[src/rtl/sgate_pkg.sv]
package sgate_pkg;
  localparam int GATE_W  = 4;
  localparam int N_GATES = 14;

  typedef enum logic [1:0] {SRC_ZERO, SRC_ONE, SRC_P, SRC_Q} src_e;

  typedef struct packed {
    logic       init_val;
    logic [1:0] n_steps;
    src_e       a1, b1;   // step 1: terminal one, terminal two
    src_e       a2, b2;   // step 2
  } recipe_t;

  function automatic logic gate_ok(input logic [GATE_W-1:0] code);
    return int'(code) < N_GATES;
  endfunction

  function automatic logic pick(input src_e s, input logic p, input logic q);
    case (s)
      SRC_ZERO: return 1'b0;
      SRC_ONE:  return 1'b1;
      SRC_P:    return p;
      default:  return q;
    endcase
  endfunction

  function automatic recipe_t recipe_of(input logic [GATE_W-1:0] code);
    recipe_t r;
    r = '{init_val: 1'b0, n_steps: 2'd0, a1: SRC_ZERO, b1: SRC_ZERO, a2: SRC_ZERO, b2: SRC_ZERO};
    case (code)
      4'd1:  r.init_val = 1'b1;
      4'd2:  r = '{1'b1, 2'd2, SRC_P,    SRC_ONE,  SRC_Q,   SRC_ONE};
      4'd3:  r = '{1'b1, 2'd2, SRC_ZERO, SRC_Q,    SRC_ONE, SRC_P};
      4'd4:  r = '{1'b1, 2'd2, SRC_Q,    SRC_ONE,  SRC_P,   SRC_ZERO};
      4'd5:  r = '{1'b1, 2'd2, SRC_ZERO, SRC_P,    SRC_ZERO, SRC_Q};
      4'd6:  r = '{1'b1, 2'd1, SRC_Q,    SRC_P,    SRC_ZERO, SRC_ZERO};
      4'd7:  r = '{1'b1, 2'd1, SRC_P,    SRC_Q,    SRC_ZERO, SRC_ZERO};
      4'd8:  r = '{1'b0, 2'd1, SRC_P,    SRC_Q,    SRC_ZERO, SRC_ZERO};
      4'd9:  r = '{1'b0, 2'd1, SRC_Q,    SRC_P,    SRC_ZERO, SRC_ZERO};
      4'd10: r = '{1'b0, 2'd1, SRC_P,    SRC_ZERO, SRC_ZERO, SRC_ZERO};
      4'd11: r = '{1'b0, 2'd1, SRC_ONE,  SRC_P,    SRC_ZERO, SRC_ZERO};
      4'd12: r = '{1'b0, 2'd1, SRC_Q,    SRC_ZERO, SRC_ZERO, SRC_ZERO};
      4'd13: r = '{1'b0, 2'd1, SRC_ONE,  SRC_Q,    SRC_ZERO, SRC_ZERO};
      default: ;
    endcase
    return r;
  endfunction
endpackage

[src/rtl/sgate_lfsr.sv]
module sgate_lfsr #(
  parameter int          LFSR_W = 16,
  parameter int          OUT_W  = 8,
  parameter logic [LFSR_W-1:0] TAPS = 16'hB400,
  parameter logic [LFSR_W-1:0] SEED = 16'hACE1
) (
  input  logic             clk_i,
  input  logic             rst_ni,
  input  logic             adv_i,
  output logic [OUT_W-1:0] rnd_o
);
  logic [LFSR_W-1:0] lfsr_q;
  logic              fb;

  assign fb    = ^(lfsr_q & TAPS);
  assign rnd_o = lfsr_q[OUT_W-1:0];

  always_ff @(posedge clk_i or negedge rst_ni) begin
    if (!rst_ni)    lfsr_q <= SEED;
    else if (adv_i) lfsr_q <= {lfsr_q[LFSR_W-2:0], fb};
  end

  p_lfsr_nonzero_r8: assert property (@(posedge clk_i) disable iff (!rst_ni)
    lfsr_q != '0);
  p_lfsr_hold_r8: assert property (@(posedge clk_i) disable iff (!rst_ni)
    !adv_i |=> $stable(lfsr_q));
endmodule

[src/rtl/sgate_cell.sv]
module sgate_cell #(
  parameter int PROB_W = 8
) (
  input  logic              clk_i,
  input  logic              rst_ni,
  input  logic              force_i,
  input  logic              init_i,
  input  logic              apply_i,
  input  logic              t1_i,
  input  logic              t2_i,
  input  logic [PROB_W-1:0] prob_i,
  input  logic [PROB_W-1:0] rnd_i,
  output logic              draw_o,
  output logic              state_o
);
  localparam logic [PROB_W-1:0] PROB_FULL = '1;

  logic state_q, qualify, success;

  // a draw is spent only when the drive would actually change the bit
  assign qualify = apply_i && (t1_i != t2_i) && (state_q != t1_i);
  assign success = (prob_i == PROB_FULL) || (rnd_i < prob_i);
  assign draw_o  = qualify;
  assign state_o = state_q;

  always_ff @(posedge clk_i or negedge rst_ni) begin
    if (!rst_ni)                  state_q <= 1'b0;
    else if (force_i)             state_q <= init_i;
    else if (qualify && success)  state_q <= t1_i;
  end

  p_same_keep_r2: assert property (@(posedge clk_i) disable iff (!rst_ni)
    apply_i && (t1_i == t2_i) |=> $stable(state_q));
  p_set_dir_r2: assert property (@(posedge clk_i) disable iff (!rst_ni)
    apply_i && t1_i && !t2_i && state_q |=> state_q);
  p_reset_dir_r2: assert property (@(posedge clk_i) disable iff (!rst_ni)
    apply_i && !t1_i && t2_i && !state_q |=> !state_q);
  p_full_prob_r8: assert property (@(posedge clk_i) disable iff (!rst_ni)
    apply_i && (t1_i != t2_i) && (prob_i == PROB_FULL) |=> state_q == $past(t1_i));
  p_zero_prob_r8: assert property (@(posedge clk_i) disable iff (!rst_ni)
    apply_i && (prob_i == '0) |=> $stable(state_q));
  p_force_init_r3: assert property (@(posedge clk_i) disable iff (!rst_ni)
    force_i |=> state_q == $past(init_i));
  p_excl_drive_r3: assert property (@(posedge clk_i) disable iff (!rst_ni)
    !(force_i && apply_i));
endmodule

[src/rtl/sgate_seq.sv]
module sgate_seq
  import sgate_pkg::*;
#(
  parameter int PROB_W = 8
) (
  input  logic              clk_i,
  input  logic              rst_ni,
  input  logic              start_i,
  input  logic [GATE_W-1:0] gate_i,
  input  logic              p_i,
  input  logic              q_i,
  input  logic [PROB_W-1:0] prob_i,
  output logic              force_o,
  output logic              init_o,
  output logic              apply_o,
  output logic              t1_o,
  output logic              t2_o,
  output logic [PROB_W-1:0] prob_o,
  output logic              busy_o,
  output logic              done_o
);
  logic              busy_q, done_q, p_q, q_q;
  logic [1:0]        idx_q;
  logic [GATE_W-1:0] code_q;
  logic [PROB_W-1:0] prob_q;
  recipe_t           rcp;
  logic              last, accept;

  assign rcp    = recipe_of(code_q);
  assign last   = (idx_q == rcp.n_steps);
  assign accept = start_i && !busy_q && gate_ok(gate_i);

  assign force_o = busy_q && (idx_q == 2'd0);
  assign apply_o = busy_q && (idx_q != 2'd0);
  assign init_o  = rcp.init_val;
  assign t1_o    = (idx_q == 2'd1) ? pick(rcp.a1, p_q, q_q) : pick(rcp.a2, p_q, q_q);
  assign t2_o    = (idx_q == 2'd1) ? pick(rcp.b1, p_q, q_q) : pick(rcp.b2, p_q, q_q);
  assign prob_o  = prob_q;
  assign busy_o  = busy_q;
  assign done_o  = done_q;

  always_ff @(posedge clk_i or negedge rst_ni) begin
    if (!rst_ni) begin
      busy_q <= 1'b0;
      done_q <= 1'b0;
      idx_q  <= '0;
      code_q <= '0;
      p_q    <= 1'b0;
      q_q    <= 1'b0;
      prob_q <= '0;
    end else begin
      done_q <= 1'b0;
      if (accept) begin
        busy_q <= 1'b1;
        idx_q  <= '0;
        code_q <= gate_i;
        p_q    <= p_i;
        q_q    <= q_i;
        prob_q <= prob_i;
      end else if (busy_q) begin
        if (last) begin
          busy_q <= 1'b0;
          done_q <= 1'b1;
        end else begin
          idx_q <= idx_q + 2'd1;
        end
      end
    end
  end

  p_done_pulse_r6: assert property (@(posedge clk_i) disable iff (!rst_ni)
    done_q |=> !done_q);
  p_done_idle_r6: assert property (@(posedge clk_i) disable iff (!rst_ni)
    done_q |-> !busy_q);
  p_args_held_r7: assert property (@(posedge clk_i) disable iff (!rst_ni)
    busy_q && $past(busy_q) |-> $stable(code_q) && $stable(prob_q) && $stable(p_q) && $stable(q_q));
  p_bad_code_r5: assert property (@(posedge clk_i) disable iff (!rst_ni)
    busy_q |-> gate_ok(code_q));
endmodule

[src/rtl/sgate_top.sv]
module sgate_top
  import sgate_pkg::*;
#(
  parameter int                PROB_W = 8,
  parameter int                LFSR_W = 16,
  parameter logic [LFSR_W-1:0] TAPS   = 16'hB400,
  parameter logic [LFSR_W-1:0] SEED   = 16'hACE1
) (
  input  logic              clk_i,
  input  logic              rst_ni,
  input  logic              start_i,
  input  logic [GATE_W-1:0] gate_i,
  input  logic              p_i,
  input  logic              q_i,
  input  logic [PROB_W-1:0] prob_i,
  output logic              busy_o,
  output logic              done_o,
  output logic              result_o
);
  logic              force_en, init_val, apply_en, t1, t2, draw;
  logic [PROB_W-1:0] prob_run, rnd;

  sgate_seq #(.PROB_W(PROB_W)) u_seq (
    .clk_i, .rst_ni, .start_i, .gate_i, .p_i, .q_i, .prob_i,
    .force_o(force_en), .init_o(init_val), .apply_o(apply_en),
    .t1_o(t1), .t2_o(t2), .prob_o(prob_run), .busy_o, .done_o
  );

  sgate_lfsr #(.LFSR_W(LFSR_W), .OUT_W(PROB_W), .TAPS(TAPS), .SEED(SEED)) u_lfsr (
    .clk_i, .rst_ni, .adv_i(draw), .rnd_o(rnd)
  );

  sgate_cell #(.PROB_W(PROB_W)) u_cell (
    .clk_i, .rst_ni, .force_i(force_en), .init_i(init_val), .apply_i(apply_en),
    .t1_i(t1), .t2_i(t2), .prob_i(prob_run), .rnd_i(rnd),
    .draw_o(draw), .state_o(result_o)
  );
endmodule

[config.mk]
export PLATFORM = sky130hd
export DESIGN_NAME = sgate_top
export DESIGN_NICKNAME = d
export VERILOG_FILES = /design/src/rtl/sgate_pkg.sv /design/src/rtl/sgate_lfsr.sv /design/src/rtl/sgate_cell.sv /design/src/rtl/sgate_seq.sv /design/src/rtl/sgate_top.sv
export SDC_FILE = /design/constraint.sdc
export NUM_CORES = 1
export LEC_CHECK = 0
export BUFFER_PORTS_ARGS = -buffer_cell sky130_fd_sc_hd__buf_4
export CORE_ASPECT_RATIO = 1.1
export CORE_MARGIN = 2
export CORE_UTILIZATION = 25
export DETAILED_ROUTE_END_ITERATION = 12
export GPL_ROUTABILITY_DRIVEN = 0
export SYNTH_ARGS = -nofsm -noshare
export SYNTH_HDL_FRONTEND = slang
export SYNTH_SLANG_ARGS = --single-unit
[constraint.sdc]
create_clock -name clk_i -period 2.6 [get_ports clk_i]
set_input_delay 0.39 -clock clk_i [delete_from_list [all_inputs] [get_ports clk_i]]
set_output_delay 0.39 -clock clk_i [all_outputs]
set_load 0.01 [all_outputs]
Yosys cells after proc, flatten, opt, wreduce, memory -nomap -nowiden --
Cells that the tools add are included.
Operators by class: $add $sub $neg 1, $mul 0, div/mod/pow operators 0, $lt $le $gt $ge 2, equal/unequal tests 27, shift-type cells 0, multiplexer cells 19, bitwise operators 0, reductions and logical operators 22
Operators by type and width (number):
- 10-bit one-hot mux with 10 select lines | 1
- 4-bit equality test, second input constant | 6
- 4-bit by 3-bit equality test with 1-bit output, second input constant | 4
- 16-bit XOR reduction | 1
- 1-bit one-hot mux with 3 select lines | 4
- 1-bit two-way mux | 11
- 2-bit by 1-bit equality test with 1-bit output, second input constant | 5
- 2-bit logical NOT | 5
- 2-bit equality test, second input constant | 4
- 4-bit by 2-bit equality test with 1-bit output, second input constant | 2
- 8-bit equality test, second input constant | 1
- 8-bit < comparator | 1
- 1-bit logical AND | 7
- 7-bit OR reduction | 1
- 2-bit two-way mux | 3
- 2-bit nonzero test | 3
- 4-bit by 1-bit equality test with 1-bit output, second input constant | 1
- 4-bit < comparator, second input constant | 1
- 2-bit OR reduction | 2
- 2-bit by 1-bit adder with 2-bit output, second input constant | 1
- 2-bit equality test | 1
- 1-bit != test | 2
- 2-bit != test, second input constant | 1
- 2-bit AND reduction | 1
- 2 further kinds | 2
Word-level totals: register bits after elaboration 35, bits in latches 0, RAM bits 0, memory bits (read-only) 0, output and inout port bits 3, logic and storage cells 80, memories 0

Longest topological paths before layout --
word-level depth 12, mapped depth 8, gate-level depth less buffers 8

Hierarchy --
A second synthesis with hierarchy kept.
Second synthesis, totals: cell total of the unflattened synthesis 193, area, all modules 2159.6 um^2
Modules (own cells, without submodules):
- sgate_seq | times used 1, cells each 111, area an instance 1131.1 um^2, seq. area each 450.4 um^2
- sgate_lfsr | times used 1, cells each 46, area an instance 735.7 um^2, seq. area each 410.4 um^2
- sgate_cell | times used 1, cells each 36, area an instance 292.8 um^2, seq. area each 25.0 um^2

Worst setup path before layout --
Ideal clock, no wire load.
path type register to register, start point register u_seq.idx_q[1], end point register u_lfsr.lfsr_q[12], setup time 125 ps, data arrival time 2189 ps, required time 2475 ps, slack 286 ps, cell stages (with the launch flop) 9, path buffers 1, period minus slack after synthesis 2314 ps, cells stage by stage dfrtp_1 > inv_1 > ha_1 > o31a_1 > o2111ai_2 > a2111o_1 > mux2i_4 > buf_12 > mux2_4
Between the ends: word-level cells in the longest chain between the ends 5, elaborated cells on any way between the ends 9
RTL lines:
- start, declared | RTL line sgate_seq.sv:23 | logic [1:0] idx_q;
- start signal, assigned | RTL line sgate_seq.sv:65 | idx_q <= idx_q + 2'd1;
- 2-bit by 1-bit equality test with 1-bit output | RTL line sgate_seq.sv:36, sgate_seq.sv:37
- 1-bit two-way mux, on equally long branches | RTL line sgate_seq.sv:36, sgate_seq.sv:37
- 1-bit != test | RTL line sgate_cell.sv:21 | assign qualify = apply_i && (t1_i != t2_i) && (state_q != t1_i);
- 1-bit logical AND | RTL line sgate_cell.sv:21
- 1-bit logical AND * | RTL line sgate_cell.sv:21
- end signal, assigned | RTL line sgate_lfsr.sv:20 | else if (adv_i) lfsr_q <= {lfsr_q[LFSR_W-2:0], fb};
- end, declared | RTL line sgate_lfsr.sv:12 | logic [LFSR_W-1:0] lfsr_q;
Mark *: on every way between the ends. The rest lies on a longest branch, timed or not. A chain may end at the register's enable or synchronous reset.

Worst setup path after layout --
start point register u_seq.idx_q[1], end point register u_lfsr.lfsr_q[2]
The elaborated chain is that of the path after synthesis.

==> impl_metrics.yaml <==
placed_design:
  placed_area_um2: 2280
  dp_hpwl_mm: 2.93
  port_buffers: 19
global_route:
  grt_use_met1_pct: 11.7
  grt_pass1_wl_mm: 6.96
  grtUsageMet3_pct: 2.08
  grt_overflow_total: 0
  grt_pass1_vias: 1538
  antenna_found_initial: 0
  grt_use_total_pct: 9.56
  grt-busiest-layer: "met2"
  grt_max_degree: 36
  grt_use_met2_pct: 16.6
final_layout:
  area_growth_pct: 17.6
  nets: 243
  postLayoutCellArea_um2: 2380
  n_antenna_cell: 0
  drive_above_1_share_pct: 28.4
power:
  swShare_pct: 39.9
  p_clk_share_pct: 18.1
  cellLeakagePower_nw: 1.10
  internal_power_mw: 1.38
  p_per_area_nw_per_um2: 962
  peakVddDrop_v: 0.000372
  p_switching_mw: 0.913
  comb_power_share_pct: 43.2
  p_seq_share_pct: 38.7
logic_synthesis:
  ys_seq_elements: 35
  synthFlopType: "dfrtp_1"
  synthCells: 194
  syn_avg_cell_area_um2: 10.4
  async_reset_ff_share_pct: 100
  synth_warnings: 0
  synth_nets: 220
  netlist_area_um2: 2020
  ys_types: 51
  ys_seq_area_share_pct: 43.8
  synth_edf_count: 0
clock_tree:
  clk_pin_slew_ns: 0.07
  insertion_delay_ns: 0.28
  cts.sinks: 35
  cts_resized: 0
  hold_buffers: 0
  post_cts_buffers: 0
  cts_max_path_buffers: 2
  cts_tree: "built"
  htreeDepth: 2
  cts_made_buffers: 5
  root_buffer: "clkbuf_8"
sta:
  setup-violations-final: 0
  worst_pin_slew_ns: 0.440
  setup_tns_ns: 0
  final_max_slew_viol_count: 0
  max_freq_mhz: 411
  min_period_ns: 2.43
  skew_ns: 0.00727
  hold_viol: 0
  rsz0062_at_grt: "false"
  slew_headroom_pct: 70.7
  fin_crit_sh_pct: 93.6
floorplan:
  rows: 34
  die_area_um2: 8830
  initial_core_util_pct: 25.7
  io_pins: 20
  core_area_um2: 7870
  die_x_um: 89.8
  die_h_um: 98.4
route:
  routedWlPerCell_um: 12.0
  drt_iter0_markers: 72
  viasPerCell: 4.50
  drc_errors: 0
  vias: 1467
  totalWireLength_mm: 3.91
  final_antenna_net_count: 0
  firstDrtPassIters: 5
worst_setup_path:
  path_max_fanout: 16
  worst_ep_required_time_ns: 2.76
  cp-end-kind: "register"
  crit_buf_inv: 2
  crit_family: "compound AO/OA/AOI/OAI gates"
  start_kind: "register"
  crit_chain: "inv_1 -> ha_1 -> o31a_1 -> o2111ai_2 -> a2111o_1 -> mux2i_4 -> buf_12 -> mux2_2"
  path_class: "register to register"
  critPathArrivalTime_ns: 2.59
  critPathMaxStageDelay_ns: 0.44
  crit_slowest_cell: "a2111o_1"
run_status:
  status: "complete, no violations"
min_path:
  hold_path_class: "primary input to async pin"
job:
  maxCapViolCount: 0
logic make-up (layout without fill, tap and decap cells):
group,Yosys count,in the layout,synth area share (%)
multiplexers,18,18,12.4
XOR/XNOR,5,5,2.16
buffers and inverters,23,47,6.18
AND/OR/NAND/NOR,51,51,11.8
flip-flops,35,35,43.8
AO/OA/AOI/OAI,53,53,18.2
adder cells (fa/ha/maj),9,9,5.56
layout by cell type (no fill, tap or decap), drive strengths merged, types with 2 or more instances in the layout:
| cell | count |
|---|---|
| a211o | 2 |
| a211oi | 2 |
| a21o | 3 |
| a21oi | 7 |
| a31o | 2 |
| buf | 23 |
| clkbuf | 8 |
| dfrtp | 27 |
| dfstp | 8 |
| ha | 9 |
| inv | 16 |
| mux2 | 16 |
| mux2i | 2 |
| nand2 | 26 |
| nand3 | 2 |
| nand4 | 3 |
| nor2 | 7 |
| nor2b | 2 |
| nor3 | 3 |
| nor3b | 2 |
| o21ai | 20 |
| o22a | 2 |
| xnor2 | 3 |
| xor2 | 2 |
state kept, by name, indices dropped and copies added (netlist names):
signal,cells
u_lfsr.lfsr_q,16
u_seq.q_q,1
u_seq.idx_q,2
u_seq.p_q,1
u_seq.prob_o,8
u_seq.busy_o,1
u_seq.code_q,4
u_seq.done_o,1
u_cell.state_o,1
per-stage QoR:
stage / instances / setup WS (ns) / hold WS [ns] / power, mW / utilization (%)
floorplan: 194 / 0.286 / 0.0944 / 1.64 / -
global placement: 318 / 0.202 / 0.369 / 1.87 / 29.0
detailed placement: 318 / 0.160 / 0.377 / 1.89 / 29.0
CTS: 326 / 0.140 / 0.0686 / 2.32 / 30.2
global route: 326 / 0.00745 / 0.0840 / 2.50 / 30.3
finish: 326 / 0.168 / 0.0588 / 2.29 / 30.3
worst reg2reg max path: stages (launching register included):
cell and delay, ns:
dfrtp_1 0.42, inv_1 0.09, ha_1 0.30, o31a_1 0.20, o2111ai_2 0.16, a2111o_1 0.44
mux2i_4 0.18, buf_12 0.18, mux2_2 0.35
power by group through the flow:
stage	clock network, mW	registers (mW)	logic [mW]
final	0.415	0.886	0.989
after global routing	0.461	0.918	1.12
after CTS	0.441	0.882	1.00
after detailed placement	0	0.893	0.994
after global placement	0	0.892	0.983
after floorplan	0	0.806	0.837
layer usage:
metal  vias up  share of wire (%)
met3         2                2.5
met1       709                 45
met4         0               0.59
met2        19                 52
met5         -                  0
li1        737                  -
final timing paths:
check	startpoint	end	slack, ns	cells after the start
worst max-delay path	u_seq.idx_q[1]	u_lfsr.lfsr_q[2]	0.17	8
worst min-delay path	rst_ni	u_lfsr.lfsr_q[1]	0.06	1
worst max register to register	u_seq.idx_q[1]	u_lfsr.lfsr_q[2]	0.17	8
worst min register to register	u_lfsr.lfsr_q[14]	u_lfsr.lfsr_q[14]	0.51	1
max in group asynchronous	rst_ni	u_lfsr.lfsr_q[0]	2.20	1
min in group clk_i	prob_i[0]	u_seq.prob_o[0]	0.31	3
Yosys cell counts (6+ instances only):
master / number / area (um2)
a21oi_1: 7 / 35.0
o21ai_0: 17 / 85.1
ha_1: 9 / 113
mux2_2: 6 / 67.6
inv_1: 16 / 60.1
mux2_4: 10 / 150
nor2_1: 6 / 22.5
nand2_1: 26 / 97.6
dfrtp_1: 27 / 676
dfstp_2: 8 / 210
layout make-up:
| type | instances | area (um2) |
|---|---|---|
| clock buffer | 8 | 100 |
| sequential | 35 | 887 |
| multi-input combinational | 136 | 1010 |
| inverter | 16 | 60.1 |
| tap | 108 | 135 |
| timing repair buffer | 23 | 185 |
| fill | 824 | 5490 |
Power figures use the tool's default switching activity.
